**src/rtl/eepw_pkg.sv**
```systemverilog
// Package: shared types and helpers of the EEPROM page-write sequencer.
// Assumes: nothing beyond IEEE 1800-2017.
package eepw_pkg;

    // Completion detection method; 2'b11 behaves like the ready pin.
    typedef enum logic [1:0] {
        DET_POLL   = 2'd0,
        DET_TOGGLE = 2'd1,
        DET_RDY    = 2'd2,
        DET_RDY_B  = 2'd3
    } det_mode_e;

    // Sequencer states.
    typedef enum logic [3:0] {
        S_IDLE = 4'd0,
        S_FILL = 4'd1,
        S_WSET = 4'd2,
        S_WLOW = 4'd3,
        S_WHLD = 4'd4,
        S_WGAP = 4'd5,
        S_PGAP = 4'd6,
        S_PACC = 4'd7,
        S_RACC = 4'd8
    } seq_state_e;

    function automatic int unsigned eepw_max(input int unsigned a, input int unsigned b);
        return (a > b) ? a : b;
    endfunction

endpackage

```
**src/rtl/eepw_countdown.sv**
```systemverilog
// Module: down-counter used as a phase or timeout timer.
// Loading N makes zero assert N cycles later. The count holds at zero.
// Assumes: load has priority; value fits in W bits.
module eepw_countdown #(
    parameter int W = 8
) (
    input  logic         clk,
    input  logic         rst_n,
    input  logic         load,
    input  logic [W-1:0] value,
    output logic         zero
);
    logic [W-1:0] cnt;

    // Load, or count down to zero and hold.
    always_ff @(posedge clk) begin
        if (!rst_n)          cnt <= '0;
        else if (load)       cnt <= value;
        else if (cnt != '0)  cnt <= cnt - 1'b1;
    end

    assign zero = (cnt == '0);
endmodule

```
**src/rtl/eepw_page_buf.sv**
```systemverilog
// Module: page staging buffer. Synchronous write, combinational read.
// Assumes: the sequencer writes an index only before strobing it.
module eepw_page_buf #(
    parameter int DEPTH  = 32,
    parameter int DATA_W = 8,
    localparam int IDX_W = $clog2(DEPTH)
) (
    input  logic              clk,
    input  logic              wr_en,
    input  logic [IDX_W-1:0]  wr_idx,
    input  logic [DATA_W-1:0] wr_data,
    input  logic [IDX_W-1:0]  rd_idx,
    output logic [DATA_W-1:0] rd_data
);
    logic [DATA_W-1:0] mem [DEPTH];

    // Store an incoming stream byte.
    always_ff @(posedge clk) begin
        if (wr_en) mem[wr_idx] <= wr_data;
    end

    assign rd_data = mem[rd_idx];
endmodule

```
**src/rtl/eepw_done_detect.sv**
```systemverilog
// Module: end-of-programming detector.
// It gives a combinational finish verdict for the current sample: a poll
// read, or a wait gap in ready-pin mode. It keeps the previous toggle bit
// and synchronises the ready pin.
// Assumes: clr is held while idle; smp marks a completed read.
module eepw_done_detect
    import eepw_pkg::*;
#(
    parameter int DATA_W = 8
) (
    input  logic              clk,
    input  logic              rst_n,
    input  logic              clr,
    input  det_mode_e         mode,
    input  logic              smp,
    input  logic [DATA_W-1:0] dq,
    input  logic              exp_msb,
    input  logic              rdy_async,
    output logic              fin
);
    localparam int POLL_BIT = DATA_W - 1;
    localparam int TOG_BIT  = DATA_W - 2;

    logic have_prev, prev_tog;
    logic rdy_m, rdy_s;

    // Two-flop synchroniser for the ready/busy pin.
    always_ff @(posedge clk) begin
        if (!rst_n) begin
            rdy_m <= 1'b0;
            rdy_s <= 1'b0;
        end else begin
            rdy_m <= rdy_async;
            rdy_s <= rdy_m;
        end
    end

    // Remember the toggle bit of the previous poll read.
    always_ff @(posedge clk) begin
        if (!rst_n || clr) begin
            have_prev <= 1'b0;
            prev_tog  <= 1'b0;
        end else if (smp) begin
            have_prev <= 1'b1;
            prev_tog  <= dq[TOG_BIT];
        end
    end

    // Verdict for the present sample under the selected method.
    always_comb begin
        unique case (mode)
            DET_POLL:   fin = (dq[POLL_BIT] == exp_msb);
            DET_TOGGLE: fin = have_prev && (dq[TOG_BIT] == prev_tog);
            default:    fin = rdy_s;
        endcase
    end
endmodule

```
**src/rtl/eeprom_page_writer.sv**
```systemverilog
// Module: host-side EEPROM page-write sequencer (top).
// It buffers a 1..32 byte page from a valid/ready stream and strobes the
// bytes with cycle-counted setup/low/hold/gap phases. It then detects
// completion by data poll, toggle poll or ready pin, with a timeout. It
// also performs single-byte reads.
// Assumes: requests arrive only while busy is low; the data bus is split
// into out/enable/in by the pad ring; every phase count is at least 1.
module eeprom_page_writer
    import eepw_pkg::*;
#(
    parameter int ADDR_W      = 11,
    parameter int DATA_W      = 8,
    parameter int PAGE_BYTES  = 32,
    parameter int SETUP_CYC   = 2,
    parameter int WE_LOW_CYC  = 20,
    parameter int HOLD_CYC    = 2,
    parameter int WE_HIGH_CYC = 40,
    parameter int ACCESS_CYC  = 30,
    parameter int TIMEOUT_CYC = 2000000,
    localparam int OFS_W = $clog2(PAGE_BYTES),
    localparam int LEN_W = OFS_W + 1
) (
    input  logic              clk,
    input  logic              rst_n,
    input  logic [1:0]        det_mode,
    input  logic              wr_req,
    input  logic              rd_req,
    input  logic [ADDR_W-1:0] req_addr,
    input  logic [LEN_W-1:0]  req_len,
    input  logic              in_valid,
    input  logic [DATA_W-1:0] in_data,
    output logic              in_ready,
    output logic              busy,
    output logic              done,
    output logic              err_fmt,
    output logic              err_timeout,
    output logic              rd_valid,
    output logic [DATA_W-1:0] rd_data,
    output logic              mem_ce_n,
    output logic              mem_oe_n,
    output logic              mem_we_n,
    output logic [ADDR_W-1:0] mem_addr,
    output logic [DATA_W-1:0] mem_dq_o,
    output logic              mem_dq_oe,
    input  logic [DATA_W-1:0] mem_dq_i,
    input  logic              mem_rdy
);
    localparam int PH_MAX = eepw_max(eepw_max(SETUP_CYC, WE_LOW_CYC),
                                     eepw_max(eepw_max(HOLD_CYC, WE_HIGH_CYC), ACCESS_CYC));
    localparam int PH_W = $clog2(PH_MAX + 1);
    localparam int TO_W = $clog2(TIMEOUT_CYC + 1);

    seq_state_e        state, state_n;
    det_mode_e         mode_q;
    logic [ADDR_W-1:0] base;
    logic [OFS_W-1:0]  len_m1, idx;
    logic              last7;
    logic              ph_load, ph_zero, to_load, to_zero;
    logic [PH_W-1:0]   ph_val;
    logic              smp, fin, accept, last_idx, bad;
    logic              set_done, set_to, set_rd;
    logic [LEN_W:0]    span;

    assign accept   = (state == S_FILL) && in_valid;
    assign last_idx = (idx == len_m1);
    assign span     = {1'b0, {(LEN_W - OFS_W){1'b0}}, req_addr[OFS_W-1:0]} + {1'b0, req_len};
    assign bad      = (req_len == '0) || (req_len > LEN_W'(PAGE_BYTES))
                   || (span > (LEN_W + 1)'(PAGE_BYTES));

    eepw_countdown #(.W(PH_W)) u_phase (
        .clk(clk), .rst_n(rst_n), .load(ph_load), .value(ph_val), .zero(ph_zero));

    eepw_countdown #(.W(TO_W)) u_tmo (
        .clk(clk), .rst_n(rst_n), .load(to_load),
        .value(TO_W'(TIMEOUT_CYC - 1)), .zero(to_zero));

    eepw_page_buf #(.DEPTH(PAGE_BYTES), .DATA_W(DATA_W)) u_buf (
        .clk(clk), .wr_en(accept), .wr_idx(idx), .wr_data(in_data),
        .rd_idx(idx), .rd_data(mem_dq_o));

    eepw_done_detect #(.DATA_W(DATA_W)) u_det (
        .clk(clk), .rst_n(rst_n), .clr(state == S_IDLE), .mode(mode_q),
        .smp(smp), .dq(mem_dq_i), .exp_msb(last7), .rdy_async(mem_rdy), .fin(fin));

    // Next state, phase timer loads and completion outcomes.
    always_comb begin
        state_n  = state;
        ph_load  = 1'b0;
        ph_val   = '0;
        to_load  = 1'b0;
        smp      = 1'b0;
        set_done = 1'b0;
        set_to   = 1'b0;
        set_rd   = 1'b0;
        unique case (state)
            S_IDLE: begin
                if (wr_req && !bad) begin
                    state_n = S_FILL;
                end else if (rd_req && !wr_req) begin
                    state_n = S_RACC;
                    ph_load = 1'b1;
                    ph_val  = PH_W'(ACCESS_CYC - 1);
                end
            end
            S_FILL: if (accept && last_idx) begin
                state_n = S_WSET;
                ph_load = 1'b1;
                ph_val  = PH_W'(SETUP_CYC - 1);
            end
            S_WSET: if (ph_zero) begin
                state_n = S_WLOW;
                ph_load = 1'b1;
                ph_val  = PH_W'(WE_LOW_CYC - 1);
            end
            S_WLOW: if (ph_zero) begin
                state_n = S_WHLD;
                ph_load = 1'b1;
                ph_val  = PH_W'(HOLD_CYC - 1);
            end
            S_WHLD: if (ph_zero) begin
                state_n = last_idx ? S_PGAP : S_WGAP;
                to_load = last_idx;
                ph_load = 1'b1;
                ph_val  = PH_W'(WE_HIGH_CYC - 1);
            end
            S_WGAP: if (ph_zero) begin
                state_n = S_WSET;
                ph_load = 1'b1;
                ph_val  = PH_W'(SETUP_CYC - 1);
            end
            S_PGAP: begin
                if (to_zero) begin
                    state_n = S_IDLE;
                    set_to  = 1'b1;
                end else if (ph_zero) begin
                    ph_load = 1'b1;
                    if (mode_q == DET_RDY || mode_q == DET_RDY_B) begin
                        ph_val = PH_W'(WE_HIGH_CYC - 1);
                        if (fin) begin
                            state_n  = S_IDLE;
                            set_done = 1'b1;
                        end
                    end else begin
                        state_n = S_PACC;
                        ph_val  = PH_W'(ACCESS_CYC - 1);
                    end
                end
            end
            S_PACC: begin
                if (to_zero) begin
                    state_n = S_IDLE;
                    set_to  = 1'b1;
                end else if (ph_zero) begin
                    smp = 1'b1;
                    if (fin) begin
                        state_n  = S_IDLE;
                        set_done = 1'b1;
                    end else begin
                        state_n = S_PGAP;
                        ph_load = 1'b1;
                        ph_val  = PH_W'(WE_HIGH_CYC - 1);
                    end
                end
            end
            S_RACC: if (ph_zero) begin
                state_n = S_IDLE;
                set_rd  = 1'b1;
            end
            default: state_n = S_IDLE;
        endcase
    end

    // State, request capture, byte index and result pulses.
    always_ff @(posedge clk) begin
        if (!rst_n) begin
            state       <= S_IDLE;
            mode_q      <= DET_POLL;
            base        <= '0;
            len_m1      <= '0;
            idx         <= '0;
            last7       <= 1'b0;
            done        <= 1'b0;
            err_fmt     <= 1'b0;
            err_timeout <= 1'b0;
            rd_valid    <= 1'b0;
            rd_data     <= '0;
        end else begin
            state       <= state_n;
            done        <= set_done;
            err_timeout <= set_to;
            rd_valid    <= set_rd;
            err_fmt     <= (state == S_IDLE) && wr_req && bad;
            if (state == S_IDLE && (wr_req || rd_req)) begin
                base   <= req_addr;
                len_m1 <= OFS_W'(req_len - 1'b1);
                mode_q <= det_mode_e'(det_mode);
                idx    <= '0;
            end
            if (accept) begin
                last7 <= in_data[DATA_W-1];
                idx   <= last_idx ? '0 : idx + 1'b1;
            end
            if (state == S_WHLD && ph_zero && !last_idx) idx <= idx + 1'b1;
            if (set_rd) rd_data <= mem_dq_i;
        end
    end

    // Bus pin decode from the state.
    always_comb begin
        mem_ce_n  = !(state inside {S_WSET, S_WLOW, S_WHLD, S_PACC, S_RACC});
        mem_oe_n  = !(state inside {S_PACC, S_RACC});
        mem_we_n  = (state != S_WLOW);
        mem_dq_oe = (state inside {S_WSET, S_WLOW, S_WHLD});
        if (state == S_PACC)      mem_addr = base + ADDR_W'(len_m1);
        else if (state == S_RACC) mem_addr = base;
        else                      mem_addr = base + ADDR_W'(idx);
    end

    assign busy     = (state != S_IDLE);
    assign in_ready = (state == S_FILL);

    // ---------------- assertions ----------------
    localparam int RUN_W = $clog2(eepw_max(WE_LOW_CYC, WE_HIGH_CYC) + 2);
    logic [RUN_W-1:0] lo_run, hi_run;

    // Saturating run lengths of the write-enable low and high levels.
    always_ff @(posedge clk) begin
        if (!rst_n) begin
            lo_run <= '0;
            hi_run <= RUN_W'(WE_HIGH_CYC);
        end else if (!mem_we_n) begin
            hi_run <= '0;
            if (lo_run < RUN_W'(WE_LOW_CYC)) lo_run <= lo_run + 1'b1;
        end else begin
            lo_run <= '0;
            if (hi_run < RUN_W'(WE_HIGH_CYC)) hi_run <= hi_run + 1'b1;
        end
    end

    a_r3_we_low_width: assert property (@(posedge clk) disable iff (!rst_n)
        $rose(mem_we_n) |-> lo_run >= RUN_W'(WE_LOW_CYC));
    a_r4_we_high_gap: assert property (@(posedge clk) disable iff (!rst_n)
        $fell(mem_we_n) |-> hi_run >= RUN_W'(WE_HIGH_CYC));
    a_r3_strobe_ctrl: assert property (@(posedge clk) disable iff (!rst_n)
        !mem_we_n |-> (!mem_ce_n && mem_oe_n));
    a_r11_dq_in_strobe: assert property (@(posedge clk) disable iff (!rst_n)
        !mem_we_n |-> mem_dq_oe);
    a_r11_no_contention: assert property (@(posedge clk) disable iff (!rst_n)
        !mem_oe_n |-> !mem_dq_oe);
    a_r9_exclusive: assert property (@(posedge clk) disable iff (!rst_n)
        !(done && err_timeout));
    a_r1_reject_quiet: assert property (@(posedge clk) disable iff (!rst_n)
        err_fmt |-> (mem_ce_n && !in_ready));
endmodule

```
**config.mk**
```make
export PLATFORM = sky130hd
export DESIGN_NAME = eeprom_page_writer
export DESIGN_NICKNAME = d
export VERILOG_FILES = /design/src/rtl/eepw_pkg.sv /design/src/rtl/eepw_countdown.sv /design/src/rtl/eepw_page_buf.sv /design/src/rtl/eepw_done_detect.sv /design/src/rtl/eeprom_page_writer.sv
export SDC_FILE = /design/constraint.sdc
export NUM_CORES = 1
export LEC_CHECK = 0
export ABC_AREA = 1
export BUFFER_PORTS_ARGS = -buffer_cell sky130_fd_sc_hd__buf_2
export CORE_UTILIZATION = 45
export CTS_BUF_LIST = sky130_fd_sc_hd__clkbuf_4
export DETAILED_ROUTE_END_ITERATION = 10
export PLACE_DENSITY = 0.72
export SYNTH_ARGS = -nofsm -noshare
export SYNTH_HDL_FRONTEND = slang
export SYNTH_SLANG_ARGS = --single-unit
```
**constraint.sdc**
```tcl
create_clock -name clk -period 2.6 [get_ports clk]
set_clock_uncertainty 0.1 [all_clocks]
set_input_delay 0.26 -clock clk [delete_from_list [all_inputs] [get_ports clk]]
set_output_delay 0.26 -clock clk [all_outputs]
set_load 0.01 [all_outputs]
```
# After elaboration in Yosys (flattened, before gate mapping)
# Memory sizes are Yosys's and may differ from the RTL's. A register that Yosys moved wholly into a read port is not among the register bits.
# Index checks and enable logic that the tools add are counted.
# W data, S select, Z words.
# totals
input_bits,41
ram_bits,256
register_bits,71
n_memories,1
wordCells,161
# mem_list
name,words,word_bits,rd,rd_clocked_by_memory_dff,write_ports,line_no,source
u_buf.mem,32,8,1,1,1,eepw_page_buf.sv:15,logic [DATA_W-1:0] mem [DEPTH];
# op_classes
eq_ne,25
reduce_logical,41
n_addsub,7
bitwise_logic,1
n_mux,66
n_lt_le_gt_ge,2
# ops
operator,count
$mux W4,14
$mux W6,9
$mux W5,9
$mux W21,2
$pmux W6 S7,1
$pmux W4 S9,1
$mux W1,23
$add A11 B5 Y11,2
$mux W11,2
$logic_not A21 Y1,1
$reduce_bool A21 Y1,1
$sub A21 B1 Y21 const B,1
$eq A4 B3 Y1 const B,4
$logic_not A6 Y1,2
$logic_and A1 B1 Y1,10
$ne A2 B2 Y1 const B,5
$reduce_and A10 Y1,1
$ne A3 B3 Y1 const B,3
$eq A4 B2 Y1 const B,2
$add A5 B6 Y7,1
$gt A7 B6 Y1 const B,1
$gt A6 B6 Y1 const B,1
$logic_not A1 Y1,6
$reduce_bool A2 Y1,3
other kinds (27),37

# Logic depth before layout (Yosys ltp)
# Gate-level depths: netlist of run 1.
# logic_depth
depth_word,8
depth_mapped,16
ltp_nobuf,16

# By module
# Synthesis of run 1 repeated with hierarchy kept, for this count alone.
# hier_totals
hier_cells,1650
area_unflattened_um2,15438.6
# by_module_without_submodules
mod,n_inst,cells_each,area_per_inst_um2
eepw_page_buf,1,914,10626.4
eeprom_page_writer,1,422,2816.5
eepw_countdown at u_tmo,1,223,1407.6
eepw_countdown at u_phase,1,61,402.9
eepw_done_detect,1,30,185.2

# Worst setup path before layout of run 1
# Ideal clock, no wire load.
# synth_timing
kind,flip-flop to output port
start,register idx[0]
end,output port mem_addr[8]
stages_incl_launch_ff,11
path_buffers,0
t_arrival_ns,2.044
required_ns,2.240
slack_ns,0.196
path_cell_list,dfxtp_1 > ha_1 > inv_1 > fa_1 > o31ai_1 > nand2_1 > nand2_1 > nand2_1 > a21oi_1 > nand3_1 > xor2_1
# synth_between
elab_chain_cells,3
# synth_lines
element,line_no,source
"start, declared",eeprom_page_writer.sv:56,"logic [OFS_W-1:0] len_m1, idx;"
"start signal, assigned",eeprom_page_writer.sv:201,idx <= last_idx ? '0 : idx + 1'b1;
"start signal, assigned",eeprom_page_writer.sv:203,if (state == S_WHLD && ph_zero && !last_idx) idx <= idx + 1'b1;
$add A11 B5 Y11,eeprom_page_writer.sv:216,else mem_addr = base + ADDR_W'(idx);
$mux W11,eeprom_page_writer.sv:215,else if (state == S_RACC) mem_addr = base;
$mux W11,eeprom_page_writer.sv:214,if (state == S_PACC) mem_addr = base + ADDR_W'(len_m1);
"end, declared",eeprom_page_writer.sv:42,"output logic [ADDR_W-1:0] mem_addr,"
# No other way between the ends.

# Final worst setup path of run 1
# layout_timing
start,register base[0]
end,output port mem_addr[8]
# layout_between
elab_chain_cells,3
word_cells_on_any_way,4
classes_between,add/sub: 2; mux: 2
# layout_lines
element,line_no,source
"start, declared",eeprom_page_writer.sv:55,logic [ADDR_W-1:0] base;
"start signal, assigned",eeprom_page_writer.sv:194,base <= req_addr;
$add A11 B5 Y11,eeprom_page_writer.sv:216,
$mux W11,eeprom_page_writer.sv:215,
$mux W11 (*),eeprom_page_writer.sv:214,
# Mark *: on every way between the ends. The rest lies on a longest branch, timed or not.

==> results of run 1 <==
-- kinds of logic after synthesis --
group | Yosys count
buf+inv | 159
flops | 332
xor+xnor | 26
compound gates | 350
fa+ha+maj | 26
simple gates | 510
-- timing repair --
action	in CTS	in global routing
buffers inserted	31	32
gates cloned	14	8
gates resized for setup	192	180
hold buffers	55	0
endpoints found under the setup margin	19	24
pin swaps	77	105
endpoints found under the hold margin	192	0
-- state kept, by name, indices dropped and copies added (netlist names), 2 cells and up, named ones only --
| register | count |
|---|---|
| base | 11 |
| idx | 5 |
| len_m1 | 5 |
| mode_q | 2 |
| rd_data | 8 |
| state | 4 |
| u_buf.mem | 256 |
| u_phase.cnt | 6 |
| u_tmo.cnt | 21 |
-- how the worst max path moves through the flow --
stage	cells past startpoint	start	end	slack [ns]
after floorplan	10	idx[0]	mem_addr[8]	0.20
after global placement	11	base[0]	mem_addr[8]	0.09
after detailed placement	11	base[0]	mem_addr[8]	-0.02
after CTS	11	base[0]	mem_addr[8]	-0.43
after global routing	11	base[0]	mem_addr[8]	-0.58
final	11	base[0]	mem_addr[8]	-0.44
-- worst register-to-register path, delay by kind of cell, from the launching register on --
family,cells,cell delay (ns)
buffers and inverters,5,1.06
and+or+nand+nor,3,0.61
DFF,1,0.35
AOI/OAI and AO/OA,2,0.23
-- area by class of cell --
cell class                      count  area [um^2]
Clock inverter                     30          221
Sequential cell                   332         9240
Antenna cell                        2         5.00
Timing Repair Buffer              277         2710
Multi-Input combinational cell    912         5690
Inverter                           96          394
Fill cell                        2352        12100
Tap cell                          435          544
Clock buffer                      115          863
-- power groups by stage --
| stage | Combinational [mW] | Sequential [mW] | Clock (mW) |
|---|---|---|---|
| finish | 7.29 | 6.40 | 4.58 |
| global route | 7.85 | 6.43 | 4.89 |
| CTS | 6.13 | 6.37 | 4.60 |
| detailed placement | 4.70 | 6.45 | 0 |
| global placement | 4.59 | 6.44 | 0 |
| floorplan | 3.35 | 6.36 | 0 |
-- cell usage in the layout (no fill, tap or decap), types with 32 or more instances in the layout --
| cell type | count |
|---|---|
| sky130_fd_sc_hd__a21oi_1 | 47 |
| sky130_fd_sc_hd__nor2_1 | 217 |
| sky130_fd_sc_hd__dlygate4sd3_1 | 55 |
| sky130_fd_sc_hd__inv_1 | 79 |
| sky130_fd_sc_hd__buf_4 | 82 |
| sky130_fd_sc_hd__o21ai_1 | 46 |
| sky130_fd_sc_hd__nand2_1 | 135 |
| sky130_fd_sc_hd__dfxtp_1 | 62 |
| sky130_fd_sc_hd__o21ai_0 | 99 |
| sky130_fd_sc_hd__buf_2 | 77 |
| sky130_fd_sc_hd__o21ai_2 | 37 |
| sky130_fd_sc_hd__edfxtp_1 | 256 |
| sky130_fd_sc_hd__nand3_1 | 66 |
| sky130_fd_sc_hd__clkbuf_4 | 115 |
| sky130_fd_sc_hd__o221ai_2 | 32 |
-- metrics by stage --
step	utilization, %	instances	worst slack (ns)	hold slack (ns)
floorplan	-	1403	0.196	0.250
global placement	50.0	1923	0.0853	0.297
detailed placement	50.0	1923	-0.0216	0.297
CTS	58.9	2166	-0.431	0.000619
global route	61.9	2199	-0.580	0.0315
finish	61.9	2199	-0.444	0.0393
-- layer usage --
metal | vias up | GRT usage (%) | share of wire, %
met3 | 125 | 5.15 | 9.1
li1 | 5674 | - | -
met5 | - | 0 | 0
met2 | 724 | 40.9 | 48
met4 | 0 | 11.1 | 3.5
met1 | 5977 | 30.6 | 39
==> results.txt, run 1 <==
* Clock Tree Buf Depth: 3
- Average cell area after synthesis: 10.4 um^2
- Final count of hold timing violations: 0
- Vias after detailed routing: 12.5k
- Data arrival at the endpoint of the critical path: 2.68 ns
- Synthesis-stage register bit count: 332
- Measured against the total synthesized area, the mux share comes to 0%.
- Status: finished with violations
* Proportion of power drawn by the clock network: 25.1%
* DR DRC count: 0
* Internal cell power: 11.7 mW
- Worst R2R Path Depth: 10
- TritonCTS Buffers: 83
- By area, the combinational part of the netlist is dominated by simple AND/OR/NAND/NOR gates.
- All-Layer GR Usage: 24.5%
* Clock root buffer: sky130_fd_sc_hd__clkbuf_4
- The number of global-route vias before repair was 12.1k.
* Xor and xnor area share after synthesis: 1.56%
* Routed wire per std cell: 19.8 um
* Most used standard cell by instance count after synthesis: sky130_fd_sc_hd__edfxtp_1
* Cell types with the largest area share after synthesis: sky130_fd_sc_hd__edfxtp_1, sky130_fd_sc_hd__dfxtp_1, sky130_fd_sc_hd__nor2_1
* Floorplan die width: 182 um
- H-tree levels: 3
- The floorplan step defined a die boundary enclosing 33200 um^2.
- Global-route wire length before repair: 63.1 mm
* Internal reg-to-reg setup slack: 0.19 ns
- Origin of the worst min-delay path: in_data[7]
- Across the run, the number of max-cap violations was 0.
- Setup total negative slack on the finished layout was measured at -5.14 ns.
* Hold depth: 1
* Slew Limit Headroom: 51.5%
* Final wirelength: 43.5 mm
* Number of nets still failing antenna checks after routing: 0
* Critical path buffer and inverter count: 2
- The slowest stage of the critical path is the sky130_fd_sc_hd__dfxtp_4 cell.
* Adder-Cell Fraction of Synth Area: 2.38%
- Area grow syn2layout: 34.5%
* Hold-critical path endpoint: u_buf.mem[31][7]
* Maximum ir drop on the vdd rail: 0.695 mV
* RSZ-0062 raised after global routing: yes
- Cells with a size suffix above 1 make up 32.1% of the layout.
- After synthesis the cells add up to 14600 um^2.
* Critical Path Fanout Max: 3
- The placed instances occupy a cell area of 15900 um^2.
- Largest stage delay, worst path: 0.38 ns
* CP Class: reg -> out
- Vias per std cell: 5.68
- sky130_fd_sc_hd__edfxtp_1 takes more of the synthesized area than any other cell.
* Hold Crit Class: in -> reg
- In this run the critical register-to-register path is launched from state[1].
- STA classifies the critical path endpoint as a primary output.
- Static timing analysis puts the maximum clock frequency at 329 MHz.
- Routability cong.: 0.908
* Net Sw Power: 6.60 mW
- With fillers left out, the area of the finished cells amounts to 19700 um^2.
* Post-synthesis share of cell area spent on and, or, nand and nor gates: 15.0%
- At the pin with the least slew margin, the transition time is 0.728 ns.
- Number of flops mapped to enable cells by yosys: 256
- The worst setup path is launched from a flop.
* Worst path required time: 2.24 ns
* Fraction of post-synthesis cell area in the top cell type by area: 52.6%
- Top Family by Delay on Critical Path: adder cells
* Sequential-to-total area share from yosys stat: 63.0%
* Core Region: 31800 um^2
- Number of antenna violations at the first check in global routing: 1
* First DRT Iteration DRCs: 1329
* Number of I/O port buffers: 77
- Total Power Consumption: 18.3 mW
- Summed over all layers, the global routing overflow is 0.
- Commonest register cell after synthesis: sky130_fd_sc_hd__edfxtp_1
- For this design the static power due to leakage is 7.41 nW.
- FF-to-FF End: rd_data[7]
- I/O pin count: 78
* Final period demand of the worst path: 3.04 ns
* Worst skew pair latency: 0.75 ns
* TritonCTS Sinks: 332
- Area fraction in compound gates after synthesis: 13.9%
- Share of total power in combinational logic: 39.9%
- Clock-pin slew was measured on the worst setup and hold paths at 0.06 ns.
* YS warnings: 0
- Maximum number of pins on one net before global-route repair: 34
* Library cell appearing most often on the critical path: sky130_fd_sc_hd__nand2_1
* Top cells by count, synth: sky130_fd_sc_hd__edfxtp_1, sky130_fd_sc_hd__nor2_1, sky130_fd_sc_hd__o21ai_0, sky130_fd_sc_hd__nand2_1, sky130_fd_sc_hd__inv_1
- The HPWL after detailed placement is 23.0 mm.
* Initial DRT Pass Iterations: 5
- Counting flops with an async set or reset pin after synthesis yields a share of 0%.
* Total power density per cell area: 929 nW/um^2
* Synthesized netlist cell count: 1403
* Violations in the final reports: setup timing
- Setup violations remaining at the end of the flow were counted as 18.
* Share of the clock period used by the worst path after layout: 117%
* Count of cell types in the netlist: 41
- Number of placement rows: 65
- Cell Chain, Critical Path: ha_4 > inv_2 > fa_2 > o31ai_4 > nand2_1 > nand2_1 > nand2_1 > a21oi_2 > nand3_1 > xor2_1 > buf_2
* Starting density of the core: 46.0%
* Nets: 1769
- TritonCTS built the clock tree.
- The die is 182 um tall.
* Sequential power share: 35.0%
- The final number of max-transition violations was 0.
- Switching part of the total: 36.1%
* Fin worst setup slack: -0.444 ns
- Net Count, Synth: 1470
Power figures use the tool's default switching activity.
==> run 2, diff against run 1 <==
- PLACE_DENSITY: 0.72 -> default
- PLACE_DENSITY_LB_ADDON: default -> 0.15
- SLEW_MARGIN: default -> 20
==> run 2 against run 1 <==
Largest power group unchanged. Utilization fell by 0.098 points. Die area did not move. Clock-buffer cell count rose by 14. Wire length fell by 2.2%. Critical path depth did not move. Global-route usage rose by 1.2 points. Sequential share of layout area rose by 0.094 points. Register-to-register slack improved by 0.04 ns. The run still ends with setup timing left.
==> results.txt, run 2 (synthesized netlist as in run 1, its figures left out) <==
- Sequential power share: 35.2% (was 35.0%)
- The required time reported for the critical path endpoint was 2.24 ns (about the same).
- The path depth of the worst reg2reg path was 9 (was 10).
* Non-Filler Instances: 2187 (was 2199)
* Register bank with the most flops: u_buf.mem (unchanged)
- Vias after detailed routing: 12.0k (was 12.5k)
* TritonCTS Sinks: 332 (unchanged)
* Pre-CTS worst setup slack: 0.0136 ns (was -0.0216 ns)
* DPL Wire Length: 23.3 mm (was 23.0 mm)
- TritonCTS Buffers: 86 (was 83)
* Max-capacitance violation count: 0 (unchanged)
* Number of global-route vias before repair: 11.8k (was 12.1k)
- The worst-case register-to-register setup slack was 0.23 ns (was 0.19 ns).
- Cell count after placement: 1921 (was 1923)
- The leakage power figure is 7.44 nW (was 7.41 nW).
- Switching part of the total: 35.7% (was 36.1%)
- I/O pin count: 78 (unchanged)
- Share of total power in combinational logic: 39.9% (about the same)
- Status: finished with violations (unchanged).
- Number of antenna violations at the first check in global routing: 1 (unchanged)
- The final net count is 1764 (was 1769).
* Ratio of cells with drive above 1 in the final layout: 31.6% (was 32.1%)
* Floorplan die width: 182 um (unchanged)
- Leading cell types in the layout, fill and taps excluded: sky130_fd_sc_hd__edfxtp_1, sky130_fd_sc_hd__nor2_1, sky130_fd_sc_hd__nand2_1, sky130_fd_sc_hd__clkbuf_4, sky130_fd_sc_hd__o21ai_0 (unchanged).
* Congestion Overflow GR: 0 (unchanged)
* Capture point of the critical path: mem_addr[8] (unchanged)
- The TritonCTS clock tree is built (unchanged).
- Filler cell count in the final layout: 2582 (was 2352)
- Number of I/O port buffers: 77 (unchanged)
* Final count of hold timing violations: 0 (unchanged)
- The switching power was 6.44 mW (was 6.60 mW).
* Initial DRT Pass Iterations: 5 (unchanged)
- The routability congestion estimate is 0.875 (was 0.908).
- The maximum vdd ir drop was 0.609 mV (was 0.695 mV).
- Sort of element at the end of the critical path: primary output (unchanged)
- Internal cell power: 11.6 mW (was 11.7 mW)
- Final setup violation count: 17 (was 18)
- CP Class: reg -> out (unchanged)
* DR DRC count: 0 (unchanged)
- The average vias per placed instance is 5.51 (was 5.68).
- Most frequent standard cell in the layout excluding fill and tap cells: sky130_fd_sc_hd__edfxtp_1 (unchanged)
- The effective utilization at floorplan was 46.0% (unchanged).
* Hold Crit Class: in -> reg (unchanged)
- The relative contribution of the clock network to total power was 24.9% (was 25.1%).
- The final number of max-transition violations came to 0 (unchanged).
* Violations in the final reports: setup timing (unchanged)
* All-Layer GR Usage: 25.7% (was 24.5%)
* Worst reg2reg path startpoint: state[1] (unchanged)
* Number of nets still failing antenna checks after routing: 0 (unchanged)
- Critical Path Fanout Max: 3 (unchanged)
* Critical path launch point type: flop (unchanged)
- Routed wire per std cell: 19.5 um (was 19.8 um)
* Fin worst setup slack: -0.419 ns (was -0.444 ns)
* Largest registers in the final layout: u_buf.mem: 256 flops, u_tmo.cnt: 21 flops, base: 11 flops (unchanged)
- First DRT Iteration DRCs: 930 (was 1329)
- Beginning of the critical path: base[0] (unchanged)
* Share of the clock period used by the worst path after layout: 116% (was 117%)
- The insertion delay to the later sink of the worst-skew pair came to 0.75 ns (about the same).
- Final period demand of the worst path: 3.02 ns (was 3.04 ns)
- The flip-flop count of the largest register, all copies and words added came to 256 (unchanged).
- The number of stages on the worst hold path was 1 (unchanged).
- The routed wire length came to 42.5 mm (was 43.5 mm).
- The end of the worst register-to-register path was len_m1[0] (was rd_data[7]).
- The number of buffers between clock root and the deepest sink was 3 (unchanged).
- Die Height: 182 um (unchanged)
- The global-route wire length before repair was 64.9 mm (was 63.1 mm).
* Slew of the pin with the lowest slew margin: 0.735 ns (was 0.728 ns)
- Clock transition at the register clock pins on the worst setup and hold paths after CTS: 0.06 ns (about the same)
- Core Region: 31800 um^2 (unchanged)
* Clock root buffer: sky130_fd_sc_hd__clkbuf_4 (unchanged)
- Maximum number of pins on one net before global-route repair: 41 (was 34)
- Data arrival at the endpoint of the critical path: 2.66 ns (was 2.68 ns)
* Total power density per cell area: 920 nW/um^2 (was 929 nW/um^2)
- The number of levels in the clock H-tree came to 3 (unchanged).
- The signed area change from the synthesized netlist to the final layout was 34.3% (was 34.5%).
- The die footprint came to 33200 um^2 (unchanged).
- RSZ-0062 raised after global routing: yes (unchanged).
* Maximum clock frequency: 331 MHz (was 329 MHz)
- The tightest slew margin relative to the limit came to 51.0% (was 51.5%).
- Number of placement rows: 65 (unchanged)
[run 2: layout make-up]
type | instances | area (um^2) | share of cell area, %
flip-flops and latches | 332 | 9240 | 47.1
clock inverters | 13 | 104 | 0.529
diodes | 1 | 2.50 | 0.0127
well taps | 435 | 544 | 2.77
inverters | 96 | 383 | 1.95
clock buffers | 129 | 968 | 4.93
repair buffers | 269 | 2670 | 13.6
multi-input cells | 912 | 5720 | 29.1
[run 2: power by group through the flow]
stage / Clock, mW / Combinational (mW) / Sequential, mW
final: 4.50 / 7.20 / 6.36
after global routing: 4.90 / 7.78 / 6.40
after CTS: 4.59 / 6.67 / 6.35
after detailed placement: 0 / 4.83 / 6.42
after global placement: 0 / 4.77 / 6.42
after floorplan: 0 / 3.35 / 6.36
[run 2: per-stage QoR]
stage	area, um^2	power, mW	setup TNS [ns]	util, %	hold WS [ns]
after floorplan	14600	9.71	0	-	0.250
after global placement	15900	11.2	0	50.0	0.297
after detailed placement	15900	11.2	0	50.0	0.302
after CTS	19100	17.6	-4.68	60.1	0.00279
after global routing	19600	19.1	-5.68	61.8	0.0126
final	19600	18.1	-4.14	61.8	0.0167
[run 2: worst min path at each step]
| stage | from | end | slack, ns |
|---|---|---|---|
| CTS | in_data[7] | u_buf.mem[15][7] | 0.003 |
| global route | in_data[7] | u_buf.mem[15][7] | 0.01 |
| global placement | u_det.rdy_m | u_det.rdy_s | 0.30 |
| floorplan | req_len[0] | len_m1[0] | 0.25 |
| detailed placement | u_det.rdy_m | u_det.rdy_s | 0.30 |
| finish | in_data[7] | u_buf.mem[5][7] | 0.02 |
[run 2: worst max-delay path, stage by stage, from the launching register on]
cell,delay [ns]
sky130_fd_sc_hd__dfxtp_4,0.36
sky130_fd_sc_hd__ha_2,0.19
sky130_fd_sc_hd__inv_1,0.06
sky130_fd_sc_hd__fa_2,0.36
sky130_fd_sc_hd__nor2_4,0.10
sky130_fd_sc_hd__a21oi_2,0.07
sky130_fd_sc_hd__nor2_1,0.10
sky130_fd_sc_hd__o21ai_1,0.09
sky130_fd_sc_hd__a21oi_2,0.20
sky130_fd_sc_hd__nand3_1,0.10
sky130_fd_sc_hd__xor2_1,0.15
sky130_fd_sc_hd__buf_2,0.14
[run 2: repair_timing]
item / CTS / global route
gates resized for setup: 223 / 144
hold buffers: 65 / 0
setup buffers: 30 / 13
gates cloned: 18 / 3
pin swaps: 102 / 91
endpoints found under the hold margin: 267 / 0
endpoints found under the setup margin: 19 / 31
[run 2: layer usage]
layer | part of all wire, % | GRT usage, % | up-vias
li1 | - | - | 5658
met1 | 42 | 32.1 | 5859
met2 | 49 | 43.6 | 442
met3 | 6.7 | 5.63 | 84
met4 | 2.6 | 9.75 | 0
met5 | 0 | 0 | -
